<file path="src/rtl/prot_auth_pkg.sv">
package prot_auth_pkg;
  typedef enum logic [3:0] {
    C_NONE, C_READ, C_WEN, C_WDS, C_WRITE, C_WRALL,
    C_PRREAD, C_ARM, C_PRCLR, C_PRWR, C_LOCK
  } cmd_e;

  typedef struct packed {
    logic mem_wr;
    logic wrall;
    logic prot;
    logic deny;
    logic rd;
  } verdict_t;
endpackage

</file>
<file path="src/rtl/prot_auth_decode.sv">
module prot_auth_decode
  import prot_auth_pkg::*;
#(
  parameter int AW = 6
) (
  input  logic [1:0]    op_i,
  input  logic [AW-1:0] addr_i,
  input  logic          psel_i,
  output cmd_e          cmd_o
);
  logic [1:0] top2;
  assign top2 = addr_i[AW-1 -: 2];

  always_comb begin
    cmd_o = C_NONE;
    if (!psel_i) begin
      unique case (op_i)
        2'b10: cmd_o = C_READ;
        2'b01: cmd_o = C_WRITE;
        2'b00: begin
          if (top2 == 2'b11)      cmd_o = C_WEN;
          else if (top2 == 2'b01) cmd_o = C_WRALL;
          else if (top2 == 2'b00) cmd_o = C_WDS;
        end
        default: cmd_o = C_NONE;
      endcase
    end else begin
      unique case (op_i)
        2'b10: cmd_o = C_PRREAD;
        2'b01: cmd_o = C_PRWR;
        2'b11: if (&addr_i) cmd_o = C_PRCLR;
        2'b00: begin
          if (top2 == 2'b11)    cmd_o = C_ARM;
          else if (addr_i == '0) cmd_o = C_LOCK;
        end
        default: cmd_o = C_NONE;
      endcase
    end
  end
endmodule

</file>
<file path="src/rtl/prot_auth_judge.sv">
module prot_auth_judge
  import prot_auth_pkg::*;
#(
  parameter int AW = 6
) (
  input  cmd_e          cmd_i,
  input  logic [AW-1:0] addr_i,
  input  logic          pen_i,
  input  logic          wen_i,
  input  logic          armed_i,
  input  logic [AW-1:0] bound_i,
  input  logic          cleared_i,
  input  logic          locked_i,
  output verdict_t      v_o,
  output logic          set_wen_o,
  output logic          clr_wen_o,
  output logic          arm_o,
  output logic          do_clr_o,
  output logic          do_pwr_o,
  output logic          do_lock_o
);
  logic upd_ok;
  assign upd_ok = armed_i && pen_i && !locked_i;

  always_comb begin
    v_o       = '0;
    set_wen_o = 1'b0;
    clr_wen_o = 1'b0;
    arm_o     = 1'b0;
    do_clr_o  = 1'b0;
    do_pwr_o  = 1'b0;
    do_lock_o = 1'b0;
    unique case (cmd_i)
      C_WEN:    set_wen_o = pen_i;
      C_WDS:    clr_wen_o = 1'b1;
      C_WRITE: begin
        if (wen_i && pen_i && (cleared_i || addr_i < bound_i)) v_o.mem_wr = 1'b1;
        else v_o.deny = 1'b1;
      end
      C_WRALL: begin
        if (wen_i && pen_i && cleared_i) v_o.wrall = 1'b1;
        else v_o.deny = 1'b1;
      end
      C_PRREAD: v_o.rd = 1'b1;
      C_ARM:    arm_o = wen_i && pen_i;
      C_PRCLR: begin
        do_clr_o = upd_ok;
        v_o.prot = upd_ok;
        v_o.deny = !upd_ok;
      end
      C_PRWR: begin
        do_pwr_o = upd_ok && cleared_i;
        v_o.prot = upd_ok && cleared_i;
        v_o.deny = !(upd_ok && cleared_i);
      end
      C_LOCK: begin
        do_lock_o = upd_ok;
        v_o.prot  = upd_ok;
        v_o.deny  = !upd_ok;
      end
      default: ;
    endcase
  end
endmodule

</file>
<file path="src/rtl/prot_auth_state.sv">
module prot_auth_state #(
  parameter int AW = 6
) (
  input  logic          clk_i,
  input  logic          rst_ni,
  input  logic          valid_i,
  input  logic [AW-1:0] addr_i,
  input  logic          set_wen_i,
  input  logic          clr_wen_i,
  input  logic          arm_i,
  input  logic          do_clr_i,
  input  logic          do_pwr_i,
  input  logic          do_lock_i,
  output logic          wen_o,
  output logic          armed_o,
  output logic [AW-1:0] bound_o,
  output logic          cleared_o,
  output logic          locked_o
);
  always_ff @(posedge clk_i or negedge rst_ni) begin
    if (!rst_ni) begin
      wen_o     <= 1'b0;
      armed_o   <= 1'b0;
      bound_o   <= '1;
      cleared_o <= 1'b1;
      locked_o  <= 1'b0;
    end else if (valid_i) begin
      armed_o <= arm_i;  // any other instruction drops arming
      if (set_wen_i) wen_o <= 1'b1;
      if (clr_wen_i) wen_o <= 1'b0;
      if (do_clr_i) begin
        bound_o   <= '1;
        cleared_o <= 1'b1;
      end
      if (do_pwr_i) begin
        bound_o   <= addr_i;
        cleared_o <= 1'b0;
      end
      if (do_lock_i) locked_o <= 1'b1;
    end
  end
endmodule

</file>
<file path="src/rtl/prot_auth_ctrl.sv">
module prot_auth_ctrl
  import prot_auth_pkg::*;
#(
  parameter int AW = 6
) (
  input  logic          clk_i,
  input  logic          rst_ni,
  input  logic          instr_valid_i,
  input  logic [1:0]    op_i,
  input  logic [AW-1:0] addr_i,
  input  logic          psel_i,
  input  logic          pen_i,
  output logic          mem_wr_ok_o,
  output logic          wrall_ok_o,
  output logic          prot_ok_o,
  output logic          deny_o,
  output logic          prot_rd_valid_o,
  output logic [AW:0]   prot_rd_data_o
);
  cmd_e          cmd;
  verdict_t      v, v_q;
  logic          set_wen, clr_wen, arm, do_clr, do_pwr, do_lock;
  logic          wen_q, armed_q, cleared_q, locked_q;
  logic [AW-1:0] bound_q;

  prot_auth_decode #(.AW(AW)) u_dec (
    .op_i(op_i), .addr_i(addr_i), .psel_i(psel_i), .cmd_o(cmd)
  );

  prot_auth_judge #(.AW(AW)) u_judge (
    .cmd_i(cmd), .addr_i(addr_i), .pen_i(pen_i),
    .wen_i(wen_q), .armed_i(armed_q), .bound_i(bound_q),
    .cleared_i(cleared_q), .locked_i(locked_q),
    .v_o(v), .set_wen_o(set_wen), .clr_wen_o(clr_wen), .arm_o(arm),
    .do_clr_o(do_clr), .do_pwr_o(do_pwr), .do_lock_o(do_lock)
  );

  prot_auth_state #(.AW(AW)) u_state (
    .clk_i(clk_i), .rst_ni(rst_ni), .valid_i(instr_valid_i), .addr_i(addr_i),
    .set_wen_i(set_wen), .clr_wen_i(clr_wen), .arm_i(arm),
    .do_clr_i(do_clr), .do_pwr_i(do_pwr), .do_lock_i(do_lock),
    .wen_o(wen_q), .armed_o(armed_q), .bound_o(bound_q),
    .cleared_o(cleared_q), .locked_o(locked_q)
  );

  always_ff @(posedge clk_i or negedge rst_ni) begin
    if (!rst_ni) begin
      v_q            <= '0;
      prot_rd_data_o <= '0;
    end else begin
      v_q <= instr_valid_i ? v : '0;
      if (instr_valid_i && v.rd) prot_rd_data_o <= {1'b0, bound_q};
    end
  end

  assign mem_wr_ok_o     = v_q.mem_wr;
  assign wrall_ok_o      = v_q.wrall;
  assign prot_ok_o       = v_q.prot;
  assign deny_o          = v_q.deny;
  assign prot_rd_valid_o = v_q.rd;

  AST_ONE_ANSWER: assert property (@(posedge clk_i) disable iff (!rst_ni)
    $countones({mem_wr_ok_o, wrall_ok_o, prot_ok_o, deny_o, prot_rd_valid_o}) <= 1);
  AST_LOCK_STICKY: assert property (@(posedge clk_i) disable iff (!rst_ni)
    locked_q |=> locked_q);
  AST_BOUND_NEEDS_ARM: assert property (@(posedge clk_i) disable iff (!rst_ni)
    !armed_q |=> $stable(bound_q));
  AST_ARM_NEEDS_WEN: assert property (@(posedge clk_i) disable iff (!rst_ni)
    armed_q |-> wen_q);
  AST_WRALL_CLEARED: assert property (@(posedge clk_i) disable iff (!rst_ni)
    instr_valid_i && !cleared_q |=> !wrall_ok_o);
  AST_WRITE_NEEDS_WEN: assert property (@(posedge clk_i) disable iff (!rst_ni)
    instr_valid_i && !wen_q |=> !mem_wr_ok_o && !wrall_ok_o);
  AST_LOCKED_NO_UPD: assert property (@(posedge clk_i) disable iff (!rst_ni)
    instr_valid_i && locked_q |=> !prot_ok_o);
  AST_RD_DUMMY_ZERO: assert property (@(posedge clk_i) disable iff (!rst_ni)
    prot_rd_valid_o |-> !prot_rd_data_o[AW]);
endmodule

</file>
<file path="config.mk">
export PLATFORM = sky130hd
export DESIGN_NAME = prot_auth_ctrl
export DESIGN_NICKNAME = d
export VERILOG_FILES = /design/src/rtl/prot_auth_pkg.sv /design/src/rtl/prot_auth_decode.sv /design/src/rtl/prot_auth_judge.sv /design/src/rtl/prot_auth_state.sv /design/src/rtl/prot_auth_ctrl.sv
export SDC_FILE = /design/constraint.sdc
export NUM_CORES = 1
export LEC_CHECK = 0
export BUFFER_PORTS_ARGS = -buffer_cell sky130_fd_sc_hd__buf_2
export CORE_MARGIN = 2
export CORE_UTILIZATION = 45
export DETAILED_ROUTE_END_ITERATION = 8
export PLACE_DENSITY = 0.75
export SYNTH_ARGS = -nofsm -noshare
export SYNTH_HDL_FRONTEND = slang
export SYNTH_SLANG_ARGS = --single-unit
export TNS_END_PERCENT = 30
</file>
<file path="constraint.sdc">
create_clock -name clk_i -period 2.6 [get_ports clk_i]
set_input_delay 0.13 -clock clk_i [delete_from_list [all_inputs] [get_ports clk_i]]
set_output_delay 0.13 -clock clk_i [all_outputs]
set_load 0.01 [all_outputs]
</file>
==> impl_metrics.env <==
export IMPL_outcome="complete, no violations"
export IMPL_finalWeightedCongestion=0.791
export IMPL_layout_nets=184
export IMPL_drt_met1_wl_um=1160
export IMPL_synth_edf_count=0
export IMPL_met2_length_um=1300
export IMPL_fin_util_pct=52.1
export IMPL_worst_slew_pin_slew_ns=1.10
export IMPL_relSlewSlack_pct=26.8
export IMPL_grt_setup_unrepaired="false"
export IMPL_grt_max_degree=22
export IMPL_p_leak_nw=0.684
export IMPL_hold_path_class="in2reg"
export IMPL_fin_skew_ns=0.00839
export IMPL_drive_gt1_share_pct=27.3
export IMPL_required_ns=2.84
export IMPL_antenna_left=0
export IMPL_cp_arrival_ns=2.30
export IMPL_grt_ovfl_total=0
export IMPL_die_height_um=56.8
export IMPL_grt_pass1_vias=985
export IMPL_end_kind="flip-flop"
export IMPL_hold_end="u_state.bound_o[2]"
export IMPL_drc_errors=0
export IMPL_hold_violations=0
export IMPL_ys_types=38
export IMPL_syn_to_final_growth_pct=12.7
export IMPL_dieArea_mm2=0.00322
export IMPL_synth_avg_cell_area_um2=9.08
export IMPL_dieWidth_um=56.8
export IMPL_max_freq_mhz=487
export IMPL_powerDensity_mw_per_mm2=457
export IMPL_yosysSeqAreaShare_pct=42.7
export IMPL_synthCells=138
export IMPL_finalNonFillerCells=192
export IMPL_final_setup_viol_count=0
export IMPL_critPathLaunchType="flip-flop"
export IMPL_cts_clk_slew_worst_paths_ns=0.12
export IMPL_port_buffers=23
export IMPL_antenna_found_initial=0
export IMPL_vias_per_cell=5.61
export IMPL_drv_slew=0
export IMPL_reg2reg_slack_ns=0.55
export IMPL_post_route_min_period_ns=2.05
export IMPL_rows=19
export IMPL_start_util_pct=46.2
export IMPL_nFillCells=259
export IMPL_drt_initial_drc_count=19
export IMPL_cts_resized=0
export IMPL_clk_latency_ns=0.30
export IMPL_synthFlopType="dfrtp_1"
export IMPL_power_total_uw=645
export IMPL_final_common_cell="buf_2"
export IMPL_r2r_cells=4
export IMPL_cts_max_level=1
export IMPL_maxUsedRoutingLayer="met4"
export IMPL_synth_fp_nets=160
export IMPL_irDropWorstVdd_v=0.000277
export IMPL_cts_buffers=3
export IMPL_hp_start="addr_i[2]"
export IMPL_routed_wl_um=2610
export IMPL_grt_usage_pct=17.6
export IMPL_firstDrtPassIters=4
export IMPL_syn_area_mm2=0.00125
export IMPL_vias=1078
export IMPL_postCtsSetupRepairBufs=0
export IMPL_routedWlPerCell_um=13.6
export IMPL_dr_wl_met3_um=108
export IMPL_fp_coreArea_mm2=0.00271
export IMPL_pin_count=25
export IMPL_ctsRootBufferMaster="clkbuf_4"
export IMPL_async_flop_share_pct=100
export IMPL_maxCapViolations=0
export IMPL_grt_first_pass_wirelength_um=4490
export IMPL_finalInstanceArea_mm2=0.00141
export IMPL_yosys_area_top_type="dfrtp_1"
export IMPL_placed_cell_area_mm2=0.00137
export IMPL_timing_rr_end="u_state.bound_o[5]"
export IMPL_antenna_cells=0
export IMPL_finalSetupTns_ns=0
export IMPL_synth_top_area_share_pct=28.0
export IMPL_yosys_top_cells_area="dfrtp_1 (28%), dfstp_2 (15%), ha_1 (9.0%)"
export IMPL_hold_depth=3
export IMPL_place_hpwl_um=2030
export IMPL_ys_seq_elements=21
export IMPL_yosysWarnings=0
export IMPL_clock_path_buffers=2
export IMPL_critical_path_class="reg2reg"
export IMPL_crit_fanout=13
export IMPL_timing_final_crit_share_pct=78.9
export IMPL_final_cell_mix="buf_2 (23), nor2_1 (18), dfrtp_1 (14)"
export IMPL_tritoncts="yes"
export IMPL_cts_num_sinks=21
export IMPL_timing_rr_start="u_state.locked_o"
export IMPL_dp_cells=187
## kinds of logic (layout without fill, tap and decap cells)
| family | after synthesis | count (layout) | share of synthesized area [%] |
|---|---|---|---|
| mux | 2 | 2 | 2.10 |
| buf+inv | 17 | 40 | 6.19 |
| other cells | 1 | 1 | 0.299 |
| compound gates | 37 | 37 | 20.7 |
| simple gates | 51 | 51 | 19.1 |
| fa+ha+maj | 9 | 9 | 8.99 |
| flops | 21 | 21 | 42.7 |
## synth_stat cells, types with 5 or more instances
library cell / n
o21ai_1: 5
dfstp_2: 7
nand2_1: 13
o21ai_0: 9
inv_1: 12
a21oi_1: 10
dfrtp_1: 14
nand3_1: 8
ha_1: 9
nor2_1: 18
## through the flow
stage                     hold WS [ns]  worst slack, ns
after floorplan                 -0.166            0.790
after global placement          0.0967            0.353
after detailed placement         0.108            0.242
after CTS                        0.110            0.551
after global routing             0.111            0.294
final                            0.118            0.548
## metal layers
metal  up-vias  global-route usage, %
met2        33                   29.7
li1        528                      -
met4         0                   6.31
met3         4                   2.53
met5         -                      0
met1       513                   23.0
## layout make-up
class / count / area [um2] / share of cell area, %
multi-input combinational: 100 / 641 / 45.4
sequential: 21 / 534 / 37.9
timing repair buffer: 24 / 125 / 8.87
inverter: 12 / 45.0 / 3.19
tap: 31 / 38.8 / 2.75
clock buffer: 3 / 22.5 / 1.60
clock inverter: 1 / 5.00 / 0.355
## state kept, by name, summed over array words and instances, names as in the netlist
signal,flops
u_state.locked_o,1
prot_rd_data_o,6
u_state.armed_o,1
u_state.wen_o,1
u_state.bound_o,6
mem_wr_ok_o,1
deny_o,1
prot_ok_o,1
prot_rd_valid_o,1
u_state.cleared_o,1
wrall_ok_o,1
## worst max-delay path by stage
stage / start / to / slack (ns) / cells past startpoint
after floorplan: addr_i[5] / u_state.bound_o[0] / 0.79 / 9
after global placement: addr_i[4] / u_state.bound_o[5] / 0.35 / 8
after detailed placement: addr_i[4] / u_state.cleared_o / 0.24 / 7
after CTS: u_state.locked_o / u_state.bound_o[5] / 0.55 / 4
after global routing: u_state.armed_o / u_state.bound_o[4] / 0.29 / 5
final: u_state.locked_o / u_state.bound_o[5] / 0.55 / 4
## power breakdown
group / internal, mW / leakage (nW) / switching, mW
combinational: 0.0507 / 0.405 / 0.0792
clock: 0.0574 / 0.0177 / 0.0985
sequential: 0.348 / 0.261 / 0.0111
## timing repair
item / in CTS / in global routing
hold endpoints to repair: 14 / 0
hold buffers: 1 / 0
setup endpoints to repair: 0 / 0
## critical path, stage by stage, from the launching register on
cell and delay [ns]:
dfrtp_1 0.41, or2_2 0.33, a2111oi_2 0.98, o21ai_1 0.15, o21ai_1 0.12
Note: power is estimated with default switching activity, not from simulation.
